[config.mk]
export PLATFORM = sky130hd
export DESIGN_NAME = dram_refresh_sched
export DESIGN_NICKNAME = d
export VERILOG_FILES = /design/src/rtl/dram_rfsh_pkg.sv /design/src/rtl/rfsh_tick_timer.sv /design/src/rtl/rfsh_cbr_engine.sv /design/src/rtl/dram_refresh_sched.sv
export SDC_FILE = /design/constraint.sdc
export NUM_CORES = 1
export LEC_CHECK = 0
export BUFFER_PORTS_ARGS = -buffer_cell sky130_fd_sc_hd__clkbuf_2
export CORE_UTILIZATION = 40
export CTS_CLUSTER_SIZE = 20
export DETAILED_ROUTE_END_ITERATION = 10
export PLACE_DENSITY_LB_ADDON = 0.12
export SLEW_MARGIN = 0
export SYNTH_ARGS = -nofsm -noshare
export SYNTH_HDL_FRONTEND = slang
export SYNTH_SLANG_ARGS = --single-unit
[constraint.sdc]
create_clock -name clk -period 1.9 [get_ports clk]
set_input_delay 0.19 -clock clk [delete_from_list [all_inputs] [get_ports clk]]
set_output_delay 0.19 -clock clk [all_outputs]
set_load 0.02 [all_outputs]
[src/rtl/dram_rfsh_pkg.sv]
package dram_rfsh_pkg;

   typedef enum logic [1:0] {PH_PAUSE, PH_WARM, PH_RUN} phase_t;

   typedef enum logic [2:0] {
      EN_IDLE, EN_REQ, EN_SETUP, EN_HOLD, EN_RASLO, EN_PRE
   } eng_t;

   // nanoseconds to whole clocks, rounded up, never below one
   function automatic int ns_to_cyc(input int ns, input int clk_ps);
      int c;
      c = (ns * 1000 + clk_ps - 1) / clk_ps;
      if (c < 1) c = 1;
      return c;
   endfunction

   function automatic int imax(input int a, input int b);
      return (a > b) ? a : b;
   endfunction

endpackage

[src/rtl/rfsh_tick_timer.sv]
module rfsh_tick_timer #(
   parameter int LIMIT = 16
) (
   input  logic clk,
   input  logic rst_n,
   input  logic en,
   output logic tick
);
   localparam int W = $clog2(LIMIT) + 1;

   if (LIMIT < 1) begin : g_bad_limit
      $error("rfsh_tick_timer: LIMIT must be at least 1");
   end

   logic [W-1:0] cnt;

   assign tick = en && (cnt == W'(LIMIT - 1));

   always_ff @(posedge clk) begin
      if (!rst_n)   cnt <= '0;
      else if (en)  cnt <= tick ? '0 : cnt + 1'b1;
   end

   // tick pulses can never come on consecutive cycles unless LIMIT is one
   assert_tick_spacing_R4: assert property (@(posedge clk) disable iff (!rst_n)
      (LIMIT > 1 && tick) |=> !tick);

endmodule

[src/rtl/rfsh_cbr_engine.sv]
module rfsh_cbr_engine
   import dram_rfsh_pkg::*;
#(
   parameter int LANES   = 4,
   parameter int SETUP_C = 1,
   parameter int HOLD_C  = 1,
   parameter int RAS_C   = 5,
   parameter int PRE_C   = 4
) (
   input  logic             clk,
   input  logic             rst_n,
   input  logic             need,
   input  logic             bus_gnt,
   output logic             bus_req,
   output logic             bus_own,
   output logic             ras_n,
   output logic [LANES-1:0] cas_n,
   output logic             we_n,
   output logic             start,
   output logic             done
);
   localparam int MAXC = imax(imax(SETUP_C, HOLD_C), imax(RAS_C, PRE_C));
   localparam int CW   = $clog2(MAXC + 1);

   if (RAS_C <= HOLD_C) begin : g_bad_ras
      $error("rfsh_cbr_engine: row-low time must exceed column hold");
   end
   if (SETUP_C < 1 || PRE_C < 1 || LANES < 1) begin : g_bad_cfg
      $error("rfsh_cbr_engine: phase counts and lane count must be positive");
   end

   eng_t          st;
   logic [CW-1:0] cnt;
   logic          cas_low;

   always_ff @(posedge clk) begin
      if (!rst_n) begin
         st  <= EN_IDLE;
         cnt <= '0;
      end else begin
         case (st)
            EN_IDLE: if (need) st <= EN_REQ;
            EN_REQ:  if (bus_gnt) begin
                        st  <= EN_SETUP;
                        cnt <= CW'(SETUP_C - 1);
                     end
            EN_SETUP: if (cnt == '0) begin
                        st  <= EN_HOLD;
                        cnt <= CW'(HOLD_C - 1);
                     end else cnt <= cnt - 1'b1;
            EN_HOLD: if (cnt == '0) begin
                        st  <= EN_RASLO;
                        cnt <= CW'(RAS_C - HOLD_C - 1);
                     end else cnt <= cnt - 1'b1;
            EN_RASLO: if (cnt == '0) begin
                        st  <= EN_PRE;
                        cnt <= CW'(PRE_C - 1);
                     end else cnt <= cnt - 1'b1;
            EN_PRE:  if (cnt == '0) st <= EN_IDLE;
                     else cnt <= cnt - 1'b1;
            default: st <= EN_IDLE;
         endcase
      end
   end

   assign bus_req = (st != EN_IDLE);
   assign bus_own = (st == EN_SETUP) || (st == EN_HOLD) ||
                    (st == EN_RASLO) || (st == EN_PRE);
   assign cas_low = (st == EN_SETUP) || (st == EN_HOLD);
   assign ras_n   = !((st == EN_HOLD) || (st == EN_RASLO));
   assign we_n    = 1'b1;
   assign start   = (st == EN_REQ) && bus_gnt;
   assign done    = (st == EN_PRE) && (cnt == '0);

   for (genvar i = 0; i < LANES; i++) begin : g_lane
      assign cas_n[i] = !cas_low;
   end

   assert_cas_before_ras_R5: assert property (@(posedge clk) disable iff (!rst_n)
      $fell(ras_n) |-> (cas_n == '0) && $past(cas_n == '0));

   assert_cas_high_at_ras_rise_R8: assert property (@(posedge clk) disable iff (!rst_n)
      $rose(ras_n) |-> (&cas_n));

   assert_own_follows_grant_R7: assert property (@(posedge clk) disable iff (!rst_n)
      $rose(bus_own) |-> $past(bus_gnt));

   assert_own_under_request_R7: assert property (@(posedge clk) disable iff (!rst_n)
      bus_own |-> bus_req);

endmodule

[src/rtl/dram_refresh_sched.sv]
module dram_refresh_sched
   import dram_rfsh_pkg::*;
#(
   parameter int CLK_PS    = 10000,
   parameter int LANES     = 4,
   parameter int INIT_NS   = 200000,
   parameter int WARM_N    = 8,
   parameter int ROWS      = 4096,
   parameter int RETAIN_NS = 64000000,
   parameter int T_CSR_NS  = 5,
   parameter int T_CHR_NS  = 10,
   parameter int T_WRP_NS  = 10,
   parameter int T_WRH_NS  = 10,
   parameter int T_RAS_NS  = 50,
   parameter int T_RP_NS   = 30,
   parameter int T_RC_NS   = 84
) (
   input  logic             clk,
   input  logic             rst_n,
   input  logic             bus_gnt,
   output logic             bus_req,
   output logic             bus_own,
   output logic             ras_n,
   output logic [LANES-1:0] cas_n,
   output logic             we_n,
   output logic             ready
);
   localparam int INIT_C  = ns_to_cyc(INIT_NS, CLK_PS);
   localparam int INTV_C  = ((RETAIN_NS / ROWS) * 1000) / CLK_PS;
   localparam int SETUP_C = imax(ns_to_cyc(T_CSR_NS, CLK_PS), ns_to_cyc(T_WRP_NS, CLK_PS));
   localparam int HOLD_C  = imax(ns_to_cyc(T_CHR_NS, CLK_PS), ns_to_cyc(T_WRH_NS, CLK_PS));
   localparam int RAS_C   = imax(ns_to_cyc(T_RAS_NS, CLK_PS), HOLD_C + 1);
   localparam int PRE_C   = imax(ns_to_cyc(T_RP_NS, CLK_PS), ns_to_cyc(T_RC_NS, CLK_PS) - RAS_C);
   localparam int CYC_C   = SETUP_C + RAS_C + PRE_C;
   localparam int WARM_W  = $clog2(WARM_N + 2);

   if (INTV_C <= CYC_C + 1) begin : g_bad_interval
      $error("dram_refresh_sched: refresh interval shorter than one refresh cycle");
   end
   if (WARM_N < 0) begin : g_bad_warm
      $error("dram_refresh_sched: WARM_N must not be negative");
   end

   phase_t            phase;
   logic [WARM_W-1:0] warm_cnt;
   logic              pause_tick, intv_tick, pend, need, eng_start, eng_done;

   rfsh_tick_timer #(.LIMIT(INIT_C)) u_pause (
      .clk(clk), .rst_n(rst_n), .en(phase == PH_PAUSE), .tick(pause_tick));

   rfsh_tick_timer #(.LIMIT(INTV_C)) u_intv (
      .clk(clk), .rst_n(rst_n), .en(phase == PH_RUN), .tick(intv_tick));

   always_ff @(posedge clk) begin
      if (!rst_n) begin
         phase    <= PH_PAUSE;
         warm_cnt <= '0;
      end else begin
         case (phase)
            PH_PAUSE: if (pause_tick) phase <= (WARM_N == 0) ? PH_RUN : PH_WARM;
            PH_WARM:  if (eng_done) begin
                         warm_cnt <= warm_cnt + 1'b1;
                         if (warm_cnt == WARM_W'(WARM_N - 1)) phase <= PH_RUN;
                      end
            default:  phase <= PH_RUN;
         endcase
      end
   end

   always_ff @(posedge clk) begin
      if (!rst_n)         pend <= 1'b0;
      else if (intv_tick) pend <= 1'b1;
      else if (eng_start) pend <= 1'b0;
   end

   assign need  = (phase == PH_WARM) || ((phase == PH_RUN) && pend);
   assign ready = (phase == PH_RUN);

   rfsh_cbr_engine #(
      .LANES(LANES), .SETUP_C(SETUP_C), .HOLD_C(HOLD_C),
      .RAS_C(RAS_C), .PRE_C(PRE_C)
   ) u_eng (
      .clk(clk), .rst_n(rst_n), .need(need), .bus_gnt(bus_gnt),
      .bus_req(bus_req), .bus_own(bus_own), .ras_n(ras_n), .cas_n(cas_n),
      .we_n(we_n), .start(eng_start), .done(eng_done));

   assert_quiet_during_pause_R1: assert property (@(posedge clk) disable iff (!rst_n)
      (phase == PH_PAUSE) |-> !bus_req && ras_n);

   assert_ready_sticky_R3: assert property (@(posedge clk) disable iff (!rst_n)
      ready |=> ready);

   assert_warm_count_bound_R2: assert property (@(posedge clk) disable iff (!rst_n)
      (phase == PH_WARM) |-> (warm_cnt < WARM_W'(WARM_N)));

   assert_due_not_lost_R4: assert property (@(posedge clk) disable iff (!rst_n)
      intv_tick |=> pend);

endmodule

==> out/metrics.yaml <==
worst_setup_path:
  crit_path_start_kind: "flip-flop"
  arrival_ns: 2.18
  cpLargestDelayFamily: "simple AND/OR/NAND/NOR gates"
  crit_slowest_cell: "or4_4"
  crit_chain: "ha_1, or3b_4, or4_4, or4_1, a21oi_1"
  worstPathRequired_ns: 2.13
  ff2ff_path_depth: 5
  crit_fanout: 2
  critical_path_class: "reg2reg"
  path_depth: 5
  slowest_delay_ns: 0.51
  path_buf_inv: 0
  crit_path_end_kind: "flip-flop"
floorplanning:
  start_util_pct: 41.6
  fp.dieW_um: 75.1
  die_h_um: 75.1
  core_area_sq_um: 5140
  io_pins: 12
  die_area_sq_um: 5640
  fp-row-count: 26
pwr:
  seqPwrFrac_pct: 46.7
  combPwrFrac_pct: 22.5
  p_sw_share_pct: 30.6
  p_sw_uw: 619
  intPower_uw: 1410
  vdd_drop_max_mv: 0.512
  p_leak_uw: 0.000908
  powerDensity_nw_per_um2: 808
  clkPwrFrac_pct: 30.8
cells_and_area:
  drive_gt1_share_pct: 17.8
  nets: 295
  areaGrowthSynthToFinish_pct: 17.2
  final_area_sq_um: 2510
  antennaDiodeCount: 0
min_path:
  hold_depth: 3
  hold_path.class: "in2reg"
sta:
  setup_viol_count_final: 1
  min_period_ns: 1.95
  slew_violations: 0
  period_share_pct: 103
  finClkSkew_ns: 0.00859
  rsz0062_at_grt: "yes"
  final-hold-violation-count: 0
  worst_slack_ns: -0.0528
  finalSetupTns_ns: -0.0528
  max_clock_freq_mhz: 512
place:
  place_area_sq_um: 2380
  port_buffers: 10
  gp_congestion: 0.761
  place_hpwl_um: 3130
  dp_slack_ns: -0.0425
routing:
  num_vias: 1786
  drc: 0
  first_pass_iters: 4
  routedWlPerCell_um: 12.0
  vias_per_cell: 5.00
  drtIter0Drc: 48
  detail-route-antenna-nets: 0
  wl_um: 4290
clock_tree:
  numCtsBuffers: 5
  cts_htree_levels: 2
  ctsHoldBuffers: 0
  clk_latency_ns: 0.29
  cts_setup_buffers: 0
  cts_sinks: 41
  cts_buffer_depth: 2
  tritoncts: "built"
  cts-root-buf: "clkbuf_8"
  clk_pin_slew_ns: 0.08
synth:
  syn_nets: 268
  synth_cell_types: 49
  ys_async_sr_fraction_pct: 0
  synthCells: 259
  ys_top_cells_by_area: "dfxtp_1, nor2_1, xnor2_1"
  synth_top_flop_cell: "dfxtp_1"
  synth_top_area_cell: "dfxtp_1"
  seq_area_frac_synth_pct: 38.4
  synth_top_area_share_pct: 38.4
  netlist_area_sq_um: 2140
  synth-seq-cells: 41
  synth-edff-count: 0
  synth_warnings: 0
  avgSynthCellArea_sq_um: 8.26
run:
  cap_violations: 0
outcome:
  violations: "negative setup slack"
  status: "finished, violations left"
global_route:
  grt_max_degree: 15
  grt_use_total_pct: 17.2
  grt_pass1_wl_um: 7280
  grt_pass1_vias: 1587
  antenna_found_initial: 0
  grt-ovfl-total: 0
==> cell usage after synthesis (2+ instances only) <==
| library cell | n |
|---|---|
| a21oi_1 | 11 |
| a31oi_1 | 3 |
| and2_1 | 2 |
| and3_1 | 2 |
| buf_4 | 4 |
| clkbuf_1 | 7 |
| dfxtp_1 | 41 |
| ha_1 | 6 |
| inv_1 | 12 |
| nand2_1 | 16 |
| nand2b_1 | 4 |
| nand3_1 | 8 |
| nand3b_1 | 2 |
| nand4_1 | 9 |
| nor2_1 | 40 |
| nor2b_1 | 3 |
| nor3_1 | 9 |
| nor3b_1 | 2 |
| nor4_1 | 8 |
| o21ai_0 | 9 |
| o22ai_1 | 2 |
| or3_1 | 5 |
| or4_1 | 4 |
| xnor2_1 | 17 |
| xor2_1 | 9 |
==> repair_timing <==
action | in CTS | in global routing
gates resized for setup | 0 | 3
setup endpoints to repair | 1 | 15
pin swaps | 0 | 1
==> layer usage <==
metal	global-route usage, %	routed length, um	up-vias	part of all wire [%]
met5	0	0	-	0
met4	7.55	85	0	2.0
met3	4.02	95	7	2.2
met2	24.7	1800	17	42
met1	24.3	2300	809	54
li1	-	-	953	-
==> power by group through the flow <==
stage	Sequential, uW	Combinational [uW]	Clock, uW
3_3_place_gp	962	451	0
3_5_place_dp	964	450	0
5_1_grt	954	504	694
4_1_cts	944	453	648
2_1_floorplan	936	370	0
6_report	945	455	625
==> logic make-up after synthesis <==
family	share of synthesized area, %
DFF	38.4
other	0.175
muxes	1.52
xor gates and xnor gates	10.6
buffers and inverters	5.50
AOI/OAI and AO/OA	10.1
adders and majority gates	3.51
and+or+nand+nor	30.1
==> stage by stage <==
stage	cells	hold slack (ns)	total power [uW]	utilization, %
final	357	0.231	2020	48.8
after floorplan	259	0.330	1310	-
after global placement	349	0.476	1410	46.4
after detailed placement	349	0.483	1410	46.4
after global routing	357	0.252	2150	48.8
after CTS	357	0.197	2040	48.4
==> final cells by class <==
cell class	count	area [sq um]
timing repair buffer	33	223
fill	543	2630
inverter	12	45.0
multi-input combinational	193	1230
clock buffer	7	96.3
tap	70	87.6
clock inverter	1	5.00
sequential	41	823
==> registers in the layout, indices dropped and copies added (netlist names) <==
name	cells
pend	1
phase	2
u_eng.cnt	3
u_eng.st	3
u_intv.cnt	12
u_pause.cnt	16
warm_cnt	4
==> worst paths after layout <==
path              startpoint         endpoint  slack [ns]
max reg2reg   u_pause.cnt[0]  u_pause.cnt[14]       -0.05
min reg2reg  u_pause.cnt[14]  u_pause.cnt[14]        0.50
max           u_pause.cnt[0]  u_pause.cnt[14]       -0.05
min                    rst_n     u_eng.cnt[0]        0.23
==> worst register-to-register path, cell delays in order, from the launching register on <==
cell,delay (ns)
dfxtp_2,0.33
ha_1,0.14
or3b_4,0.38
or4_4,0.51
or4_1,0.40
a21oi_1,0.12
==> cell usage in the layout, fill, tap and decap left out, types with 2 or more instances in the layout <==
cell type / synthesis / layout
o21ai_0: 9 / 9
nor2b_1: 3 / 3
nand3b_1: 2 / 2
or4_1: 4 / 3
nor2_1: 40 / 40
nand2b_1: 4 / 3
a21oi_1: 11 / 11
or3_1: 5 / 5
nor3_1: 9 / 9
or4_4: 1 / 2
and3_1: 2 / 2
dfxtp_1: 41 / 39
clkbuf_8: 0 / 7
inv_1: 12 / 12
a31oi_1: 3 / 3
buf_4: 4 / 23
and2_1: 2 / 2
dfxtp_2: 0 / 2
o22ai_1: 2 / 2
nand4_1: 9 / 9
nand2_1: 16 / 16
nor3b_1: 2 / 2
nand3_1: 8 / 8
xor2_1: 9 / 9
clkbuf_2: 0 / 10
ha_1: 6 / 6
nor4_1: 8 / 7
xnor2_1: 17 / 17
No activity file was read; power rests on OpenSTA's default activity.
